`src/rtl/blank_pkg.sv`:
```
package blank_pkg;
  localparam int LEAD_W    = 7;
  localparam int LINES_W   = 7;
  localparam int LEAD_MAX  = 64;
  localparam int LINES_MIN = 3;
  localparam int ADDR_W    = 2;
  localparam int DATA_W    = 8;

  localparam logic [ADDR_W-1:0] A_CTRL  = 2'd0;
  localparam logic [ADDR_W-1:0] A_LEAD  = 2'd1;
  localparam logic [ADDR_W-1:0] A_LINES = 2'd2;

  typedef struct packed {
    logic               hb_en;
    logic               vb_en;
    logic               clamp_hs;
    logic [LEAD_W-1:0]  lead;
    logic [LINES_W-1:0] lines;
  } blank_cfg_t;

  localparam blank_cfg_t CFG_RESET = '{
    hb_en: 1'b1, vb_en: 1'b1, clamp_hs: 1'b0,
    lead: 7'd0, lines: 7'd10
  };
endpackage

```
`src/rtl/blank_sync.sv`:
```
module blank_sync #(
  parameter int N      = 4,
  parameter int STAGES = 2
) (
  input  logic         clk,
  input  logic         rst_n,
  input  logic [N-1:0] din,
  output logic [N-1:0] lvl
);
  for (genvar i = 0; i < N; i++) begin : g_bit
    logic [STAGES-1:0] sr;
    always_ff @(posedge clk or negedge rst_n) begin
      if (!rst_n) sr <= '0;
      else        sr <= {sr[STAGES-2:0], din[i]};
    end
    assign lvl[i] = sr[STAGES-1];
  end
endmodule

```
`src/rtl/blank_edge.sv`:
```
module blank_edge #(
  parameter bit FALLING = 1'b0
) (
  input  logic clk,
  input  logic rst_n,
  input  logic lvl,
  output logic pulse_o
);
  logic lvl_d;

  always_ff @(posedge clk or negedge rst_n) begin
    if (!rst_n) lvl_d <= 1'b0;
    else        lvl_d <= lvl;
  end

  if (FALLING) begin : g_fall
    assign pulse_o = lvl_d & ~lvl;
  end else begin : g_rise
    assign pulse_o = lvl & ~lvl_d;
  end
endmodule

```
`src/rtl/blank_cfg.sv`:
```
module blank_cfg
  import blank_pkg::*;
(
  input  logic              clk,
  input  logic              rst_n,
  input  logic              we,
  input  logic [ADDR_W-1:0] addr,
  input  logic [DATA_W-1:0] wdata,
  input  logic              apply,
  output blank_cfg_t        act
);
  blank_cfg_t sh;
  logic [LEAD_W-1:0]  lead_w;
  logic [LINES_W-1:0] lines_w;

  always_comb begin
    lead_w  = (wdata > DATA_W'(LEAD_MAX)) ? LEAD_W'(LEAD_MAX) : wdata[LEAD_W-1:0];
    lines_w = (wdata[LINES_W-1:0] < LINES_W'(LINES_MIN)) ? LINES_W'(LINES_MIN)
                                                          : wdata[LINES_W-1:0];
  end

  always_ff @(posedge clk or negedge rst_n) begin
    if (!rst_n) begin
      sh  <= CFG_RESET;
      act <= CFG_RESET;
    end else begin
      if (we) begin
        case (addr)
          A_CTRL: begin
            sh.hb_en    <= wdata[0];
            sh.vb_en    <= wdata[1];
            sh.clamp_hs <= wdata[2];
          end
          A_LEAD:  sh.lead  <= lead_w;
          A_LINES: sh.lines <= lines_w;
          default: ;
        endcase
      end
      if (apply) act <= sh;
    end
  end

  // active settings move only on a vsync edge
  a_r9_hold_until_vsync: assert property (@(posedge clk) disable iff (!rst_n)
    !apply |=> $stable(act));
endmodule

```
`src/rtl/blank_hunit.sv`:
```
module blank_hunit
  import blank_pkg::*;
#(
  parameter int CNT_W = 12
) (
  input  logic              clk,
  input  logic              rst_n,
  input  logic              fb_lvl,
  input  logic              fb_rise,
  input  logic              fb_fall,
  input  logic [LEAD_W-1:0] lead,
  output logic              hb_out
);
  logic [CNT_W-1:0] cnt, cnt_nxt, len, target;
  logic [1:0]       seen;
  logic             hb_q, valid;

  assign valid   = seen[1];
  assign cnt_nxt = (&cnt) ? cnt : cnt + 1'b1;
  assign target  = (len > CNT_W'(lead)) ? len - CNT_W'(lead) : '0;

  always_ff @(posedge clk or negedge rst_n) begin
    if (!rst_n) begin
      cnt  <= '0;
      len  <= '0;
      seen <= '0;
      hb_q <= 1'b0;
    end else begin
      if (fb_rise) begin
        cnt <= '0;
        len <= cnt_nxt;
        if (!seen[1]) seen <= seen + 1'b1;
      end else begin
        cnt <= cnt_nxt;
      end
      if (fb_rise)                             hb_q <= 1'b1;
      else if (fb_fall)                        hb_q <= 1'b0;
      else if (valid && (cnt_nxt == target))   hb_q <= 1'b1;
    end
  end

  assign hb_out = valid ? hb_q : fb_lvl;

  // trailing flyback edge always ends the horizontal state
  a_r4_fall_clears: assert property (@(posedge clk) disable iff (!rst_n)
    fb_fall |=> !hb_q);
  // lead in use never beyond the cap
  a_r3_lead_cap: assert property (@(posedge clk) disable iff (!rst_n)
    lead <= LEAD_W'(LEAD_MAX));
endmodule

```
`src/rtl/blank_vunit.sv`:
```
module blank_vunit
  import blank_pkg::*;
(
  input  logic               clk,
  input  logic               rst_n,
  input  logic               vs_rise,
  input  logic               fb_rise,
  input  logic [LINES_W-1:0] lines,
  output logic               vb_out
);
  logic [LINES_W-1:0] cnt;
  logic [LINES_W:0]   cnt_inc;
  logic               vb_q;

  assign cnt_inc = {1'b0, cnt} + 1'b1;

  always_ff @(posedge clk or negedge rst_n) begin
    if (!rst_n) begin
      vb_q <= 1'b0;
      cnt  <= '0;
    end else if (vs_rise) begin
      vb_q <= 1'b1;
      cnt  <= '0;
    end else if (vb_q && fb_rise) begin
      cnt <= cnt_inc[LINES_W-1:0];
      if (cnt_inc == {1'b0, lines}) vb_q <= 1'b0;
    end
  end

  assign vb_out = vb_q;

  // a vsync leading edge always opens vertical blanking
  a_r1_vs_starts: assert property (@(posedge clk) disable iff (!rst_n)
    vs_rise |=> vb_q);
  // the line count used while blanking is never below the floor
  a_r2_lines_floor: assert property (@(posedge clk) disable iff (!rst_n)
    vb_q |-> (lines >= LINES_W'(LINES_MIN)));
endmodule

```
`src/rtl/blank_gen.sv`:
```
module blank_gen
  import blank_pkg::*;
#(
  parameter int CNT_W       = 12,
  parameter int SYNC_STAGES = 2
) (
  input  logic              clk,
  input  logic              rst_n,
  input  logic              flyback_in,
  input  logic              vsync_in,
  input  logic              hsync_in,
  input  logic              clamp_in,
  input  logic              cfg_we,
  input  logic [ADDR_W-1:0] cfg_addr,
  input  logic [DATA_W-1:0] cfg_wdata,
  output logic              hblank_o,
  output logic              vblank_o,
  output logic              clamp_o
);
  localparam int N_IN = 4;
  localparam int I_FB = 0;
  localparam int I_VS = 1;
  localparam int I_HS = 2;
  localparam int I_CL = 3;

  logic [N_IN-1:0] s;
  logic            fb_rise, fb_fall, vs_rise, hb_raw, vb_raw;
  blank_cfg_t      act;

  blank_sync #(.N(N_IN), .STAGES(SYNC_STAGES)) u_sync (
    .clk(clk), .rst_n(rst_n),
    .din({clamp_in, hsync_in, vsync_in, flyback_in}),
    .lvl(s)
  );

  blank_edge #(.FALLING(1'b0)) u_fb_rise (
    .clk(clk), .rst_n(rst_n), .lvl(s[I_FB]), .pulse_o(fb_rise));
  blank_edge #(.FALLING(1'b1)) u_fb_fall (
    .clk(clk), .rst_n(rst_n), .lvl(s[I_FB]), .pulse_o(fb_fall));
  blank_edge #(.FALLING(1'b0)) u_vs_rise (
    .clk(clk), .rst_n(rst_n), .lvl(s[I_VS]), .pulse_o(vs_rise));

  blank_cfg u_cfg (
    .clk(clk), .rst_n(rst_n), .we(cfg_we), .addr(cfg_addr),
    .wdata(cfg_wdata), .apply(vs_rise), .act(act)
  );

  blank_hunit #(.CNT_W(CNT_W)) u_h (
    .clk(clk), .rst_n(rst_n), .fb_lvl(s[I_FB]), .fb_rise(fb_rise),
    .fb_fall(fb_fall), .lead(act.lead), .hb_out(hb_raw)
  );

  blank_vunit u_v (
    .clk(clk), .rst_n(rst_n), .vs_rise(vs_rise), .fb_rise(fb_rise),
    .lines(act.lines), .vb_out(vb_raw)
  );

  assign hblank_o = act.hb_en & hb_raw;
  assign vblank_o = act.vb_en & vb_raw;
  assign clamp_o  = act.clamp_hs ? s[I_HS] : s[I_CL];
endmodule

```
`config.mk`:
```
export PLATFORM = sky130hd
export DESIGN_NAME = blank_gen
export DESIGN_NICKNAME = d
export VERILOG_FILES = /design/src/rtl/blank_pkg.sv /design/src/rtl/blank_sync.sv /design/src/rtl/blank_edge.sv /design/src/rtl/blank_cfg.sv /design/src/rtl/blank_hunit.sv /design/src/rtl/blank_vunit.sv /design/src/rtl/blank_gen.sv
export SDC_FILE = /design/constraint.sdc
export NUM_CORES = 1
export LEC_CHECK = 0
export ABC_AREA = 1
export CORE_MARGIN = 3
export CORE_UTILIZATION = 55
export DETAILED_ROUTE_END_ITERATION = 8
export PLACE_DENSITY = 0.86
export SLEW_MARGIN = 20
export SYNTH_ARGS = -nofsm -noshare
export SYNTH_HDL_FRONTEND = slang
export SYNTH_SLANG_ARGS = --single-unit
```
`constraint.sdc`:
```
create_clock -name clk -period 2.2 [get_ports clk]
set_clock_uncertainty 0.05 [all_clocks]
set_input_delay 0.22 -clock clk [delete_from_list [all_inputs] [get_ports clk]]
set_output_delay 0.22 -clock clk [all_outputs]
set_load 0.01 [all_outputs]
```
Yosys cells after proc, flatten, opt, wreduce, memory -nomap -nowiden
Index checks and enable logic that the tools add are counted.
Word-level totals
  word-level logic and storage cells: 71
  output and inout port bits: 3
  bits of input ports: 17
  register bits after elaboration: 79
Operators by class
  $add $sub $neg: 4
  order comparisons: 3
  equality and inequality tests: 4
  bitwise gates (word level): 9
  muxes and demuxes: 16
  reduce and logical (&&, ||, !) cells: 12
Operators by type and width (number)
  12-bit 2-to-1 mux: 3
  7-bit 2-to-1 mux: 4
  12-bit by 1-bit adder with 12-bit output (second input constant): 1
  12-bit equality test: 1
  12-bit by 7-bit greater-than comparator with 1-bit output: 1
  12-bit AND reduction: 1
  12-bit by 7-bit subtractor with 12-bit output: 1
  2-bit AND reduction: 5
  7-bit by 1-bit adder with 8-bit output (second input constant): 1
  8-bit by 7-bit equality test with 1-bit output: 1
  8-bit by 7-bit greater-than comparator with 1-bit output (second input constant): 1
  1-bit 2-to-1 mux: 8
  7-bit by 2-bit < comparator with 1-bit output (second input constant): 1
  1-bit AND: 5
  1-bit inverter: 4
  2-bit nonzero test: 2
  3-bit nonzero test: 1
  2-bit by 1-bit adder with 2-bit output (second input constant): 1
  2-bit by 1-bit equality test with 1-bit output (second input constant): 1
  2-bit equality test (second input constant): 1
  1-bit logical AND: 2
  2-bit logical NOT: 1
  2-bit 2-to-1 mux: 1

Logic depth before layout (Yosys ltp)
  word-level depth: 7
  gate-level depth with buffers: 21
  depth with buffers taken out: 20

Cells and area by module
Synthesis repeated with hierarchy kept, for this count alone.
Unflattened totals
  cells, all modules: 595
  area, all modules: 4604.4 um2
Modules (own cells, without submodules)
  blank_hunit: seq. area each 675.6 um2, cells an instance 342, area an instance 2207.1 um2, times used 1
  blank_cfg: seq. area each 860.8 um2, cells an instance 130, area an instance 1441.4 um2, times used 1
  blank_vunit: seq. area each 200.2 um2, cells an instance 94, area an instance 590.6 um2, times used 1
  blank_sync: seq. area each 200.2 um2, cells an instance 12, area an instance 230.2 um2, times used 1
  blank_edge: seq. area each 25.0 um2, cells an instance 3, area an instance 35.0 um2, times used 3
  blank_gen: seq. area each 0.0 um2, cells an instance 8, area an instance 30.0 um2, times used 1

Worst setup path after synthesis
OpenSTA, ideal clock, no wires.
  path type: reg2reg
  start: reg u_cfg.act[7] (netlist name)
  end: reg u_h.hb_q
  clock period less this slack: 2286 ps
  path slack: -86 ps
  path buffers: 1
  data arrival time: 2120 ps
  data required time: 2034 ps
  cell stages (with the launch flop): 20
  library setup time: 116 ps
  cells stage by stage: dfrtp_1 ha_1 fa_1 inv_1 nand3_1 nand2_1 nand2_1 nand2_1 nand2_1 nand2_2 buf_6 nand2_1 nand2_1 nand2_1 nor2_1 nand2_1 nor2_1 nand3_1 nand3_1 nand2_1
On the way
  longest elaborated chain between the ends: 5
  elaborated cells between the ends (all ways): 6
  those cells by class: add/sub (1); order compare (1); eq/ne (1); mux (1); reduce/logical (2)
RTL lines
  12-bit by 7-bit subtractor with 12-bit output or 12-bit by 7-bit greater-than comparator with 1-bit output (tied branches): line blank_hunit.sv:20  | assign target = (len > CNT_W'(lead)) ? len - CNT_W'(lead) : '0;
  12-bit 2-to-1 mux (*): line blank_hunit.sv:20
  12-bit equality test (*): line blank_hunit.sv:38  | else if (valid && (cnt_nxt == target)) hb_q <= 1'b1;
  1-bit logical AND (*): line blank_hunit.sv:38
  3-bit nonzero test (no source line) (*)
  end signal: assignment: line blank_hunit.sv:36  | if (fb_rise) hb_q <= 1'b1;
  end signal: assignment: line blank_hunit.sv:37  | else if (fb_fall) hb_q <= 1'b0;
  end signal: assignment: line blank_hunit.sv:38
  end: declaration: line blank_hunit.sv:16  | logic hb_q, valid;
Mark *: on every way between the ends. The rest lies on a longest branch, timed or not.
A chain may end at the register's enable or synchronous reset.

Worst setup path after layout
  start: reg u_h.len[0]
  end: reg u_h.hb_q
On the way
  longest elaborated chain between the ends: 5
  elaborated cells between the ends (all ways): 6
  those cells by class: add/sub (1); order compare (1); eq/ne (1); mux (1); reduce/logical (2)
RTL lines
  start: declaration: line blank_hunit.sv:14  | logic [CNT_W-1:0] cnt, cnt_nxt, len, target;
  start signal: assignment: line blank_hunit.sv:31  | len <= cnt_nxt;
  12-bit by 7-bit subtractor with 12-bit output or 12-bit by 7-bit greater-than comparator with 1-bit output (tied branches): line blank_hunit.sv:20
  12-bit 2-to-1 mux (*): line blank_hunit.sv:20
  12-bit equality test (*): line blank_hunit.sv:38
  1-bit logical AND (*): line blank_hunit.sv:38
  3-bit nonzero test (no source line) (*)
Marks and branches as above.

==> flow_summary.ini <==
[run_status]
status = complete, but fails checks
violations = negative setup slack

[cts]
h-tree-depth = 3
clock_latency_ns = 0.36
cts_tree = built
cts_buffers = 9
cts_sinks = 79
clkTransAtPathRegs_ns = 0.09
root_buffer = clkbuf_8
clock_path_buffers = 2

[timing]
tightest_slew_ns = 0.461
rsz0062_at_grt = true
period_needed_ns = 2.49
fmax_mhz = 402
post-route-period-util = 1.13
slew_violations = 0
finalSetupViolCount = 1
maxSlewHeadroom = 0.689
hold_viol_final = 0
finalWorstSetupSlack_ns = -0.288
fin_setup_tns_ns = -0.288

[place]
io_buffers = 19
placed_cells = 722
finalWeightedCongestion = 0.900
dp_hpwl_mm = 7.57
dpl_worst_slack_ns = -0.254

[routing]
avgRoutedWirePerCell_um = 15.8
drtIter0Drc = 453
num_vias = 4162
viasPerCell = 5.53
drcViolationCount = 0
antenna_left = 0
wl_mm = 11.9
dr.pass1.iters = 6

[power]
ir_drop_uv = 917
p_per_area_nw_per_um2 = 1060
p_leak_nw = 2.80

[floorplan]
pin_count = 20
coreArea_sq_um = 7370
die_width_um = 93.8
rows = 31
die_h_um = 93.8
floorplan.initialDensity = 0.575
die-area_sq_um = 8800

[yosys]
synthArstFlopShare = 1.00
ys_types = 32
postSynthCellCount = 565
synth_nets = 594
postSynthAreaPerCell_sq_um = 7.50
synth_warnings = 0
synth_edf_count = 0
synth_seq_area_share = 0.469
synth_seq_cells = 79
syn_area_sq_um = 4240
ys.flop_type = dfrtp_1

[critical_path]
cp_max_fo = 6
worst-r2r-setup-slack_ns = -0.29
path_class = flip-flop to flip-flop
start_kind = flip-flop
worstPathArrival_ns = 2.69
required_ns = 2.40
endpoint_kind = flip-flop

[global_routing]
grt_max_degree = 50
track_usage = 0.273
grt_pass1_vias = 4047
grt_pass1_wl_mm = 18.8
antenna_found_initial = 0
grt_overflow = 0

[min_path]
hp-class = primary input to flip-flop

[flow_run]
cap_viol_max_count = 0

[layout]
diodes = 0
area_delta_synth_final_pct = 27.4
fin_nets = 678
layout-drive-gt1-share = 0.182
layout.cells.non_filler = 753
==> timing repair <==
action	in CTS	in global routing
pin swaps	8	15
gates resized for setup	12	15
setup buffers	7	6
hold buffers	1	0
setup endpoints to repair	1	1
hold endpoints to repair	27	0
gates cloned	1	0
==> report_power, final <==
group / total [mW] / switching, mW / internal, mW
clock network: 1.36 / 0.568 / 0.791
registers: 1.79 / 0.142 / 1.65
logic: 2.59 / 1.41 / 1.19
==> placed cells by master, fill, tap and decap left out, types with 2 or more instances in the layout <==
master	count
dfstp_2	8
nand3b_1	4
a21oi_1	4
nor3_1	6
xnor2_1	7
buf_4	59
ha_4	3
inv_2	3
inv_1	88
buf_12	3
nand2_1	175
o21ai_0	40
ha_2	2
xor2_1	6
o22ai_1	6
nand3_1	40
nand2_2	8
or2_2	4
nand3_2	2
nor2_1	44
nand4_1	12
ha_1	6
bufinv_16	3
nand2_4	3
clkbuf_8	10
clkdlybuf4s50_1	18
dfrtp_1	71
==> critical path, cell delays in order, from the launching register on <==
cell	delay, ns
dfrtp_1	0.35
inv_1	0.05
ha_2	0.19
fa_2	0.35
inv_2	0.08
nand3_2	0.07
nand2_2	0.08
nand2_2	0.06
nand2_2	0.09
nand2_2	0.07
nand2_4	0.09
buf_12	0.13
nand2_1	0.05
nand2_1	0.06
nand2_1	0.04
nor2_1	0.14
nand2_1	0.09
nor2_1	0.10
nand3_1	0.10
nand3_1	0.08
nand2_1	0.06
==> kinds of logic (layout without fill, tap and decap cells) <==
family | Yosys count | after routing | synth area share
and+or+nand+nor | 303 | 303 | 0.302
buffers and inverters | 101 | 190 | 0.0921
DFF | 79 | 79 | 0.469
AOI/OAI and AO/OA | 56 | 56 | 0.0711
xor gates and xnor gates | 13 | 13 | 0.0269
adders and majority gates | 12 | 12 | 0.0372
muxes | 1 | 1 | 0.00266
==> through the flow <==
step | hold slack [ns] | utilization | instance area (sq um) | power (mW)
after floorplan | -0.126 | - | 4250 | 3.01
after global placement | 0.125 | 0.665 | 4900 | 3.64
after detailed placement | 0.132 | 0.665 | 4900 | 3.73
after CTS | 0.268 | 0.718 | 5290 | 5.41
after global routing | 0.257 | 0.733 | 5400 | 6.05
final | 0.262 | 0.733 | 5400 | 5.74
==> registers in the layout (all words and copies together), names as in the netlist <==
register and flops:
u_h.hb_q 1, u_h.cnt 12, u_h.seen 2, u_h.len 12, u_sync.g_bit.sr 8, u_v.vb_out 1
u_fb_fall.lvl_d 1, u_v.cnt 7, u_cfg.sh 17, u_vs_rise.lvl_d 1, u_cfg.act 17
==> metal layers <==
layer | part of all wire | global-route usage | routed length, um
met5 | 0 | 0 | 0
met3 | 0.069 | 0.0393 | 827
met1 | 0.42 | 0.366 | 4970
met2 | 0.49 | 0.446 | 5820
met4 | 0.024 | 0.106 | 289
==> cell usage after synthesis, types with 4 or more instances <==
cell type  count  area [sq um]
a21oi_1        5          25.0
inv_1         90           338
o21ai_0       40           200
nand4_1       12          75.1
o22ai_1        6          37.5
nor2_1        45           169
nand3b_1       4          30.0
nand3_1       41           205
clkbuf_1       8          30.0
or2_2          4          25.0
ha_1          11           138
xor2_1         6          52.6
xnor2_1        7          61.3
nand2_1      185           694
dfstp_2        8           210
dfrtp_1       71          1780
nor3_1         7          35.0
==> final cells by class <==
class | count | area, sq um
flip-flops and latches | 79 | 1990
inverters | 91 | 342
multi-input cells | 385 | 1960
clock buffers | 10 | 138
repair buffers | 83 | 732
well taps | 99 | 124
clock inverters | 6 | 115
fillers | 487 | 1970
==> worst paths after layout <==
kind	from	endpoint	cells after the start
worst max-delay path	u_h.len[0]	u_h.hb_q	20
worst min-delay path	hsync_in	u_sync.g_bit[2].sr[0]	1
worst max register to register	u_h.len[0]	u_h.hb_q	20
worst min register to register	u_sync.g_bit[1].sr[0]	u_sync.g_bit[1].sr[1]	0
max in group asynchronous	rst_n	u_cfg.act[16]	3
min in group asynchronous	rst_n	u_cfg.sh[4]	2
Power figures use the tool's default switching activity.
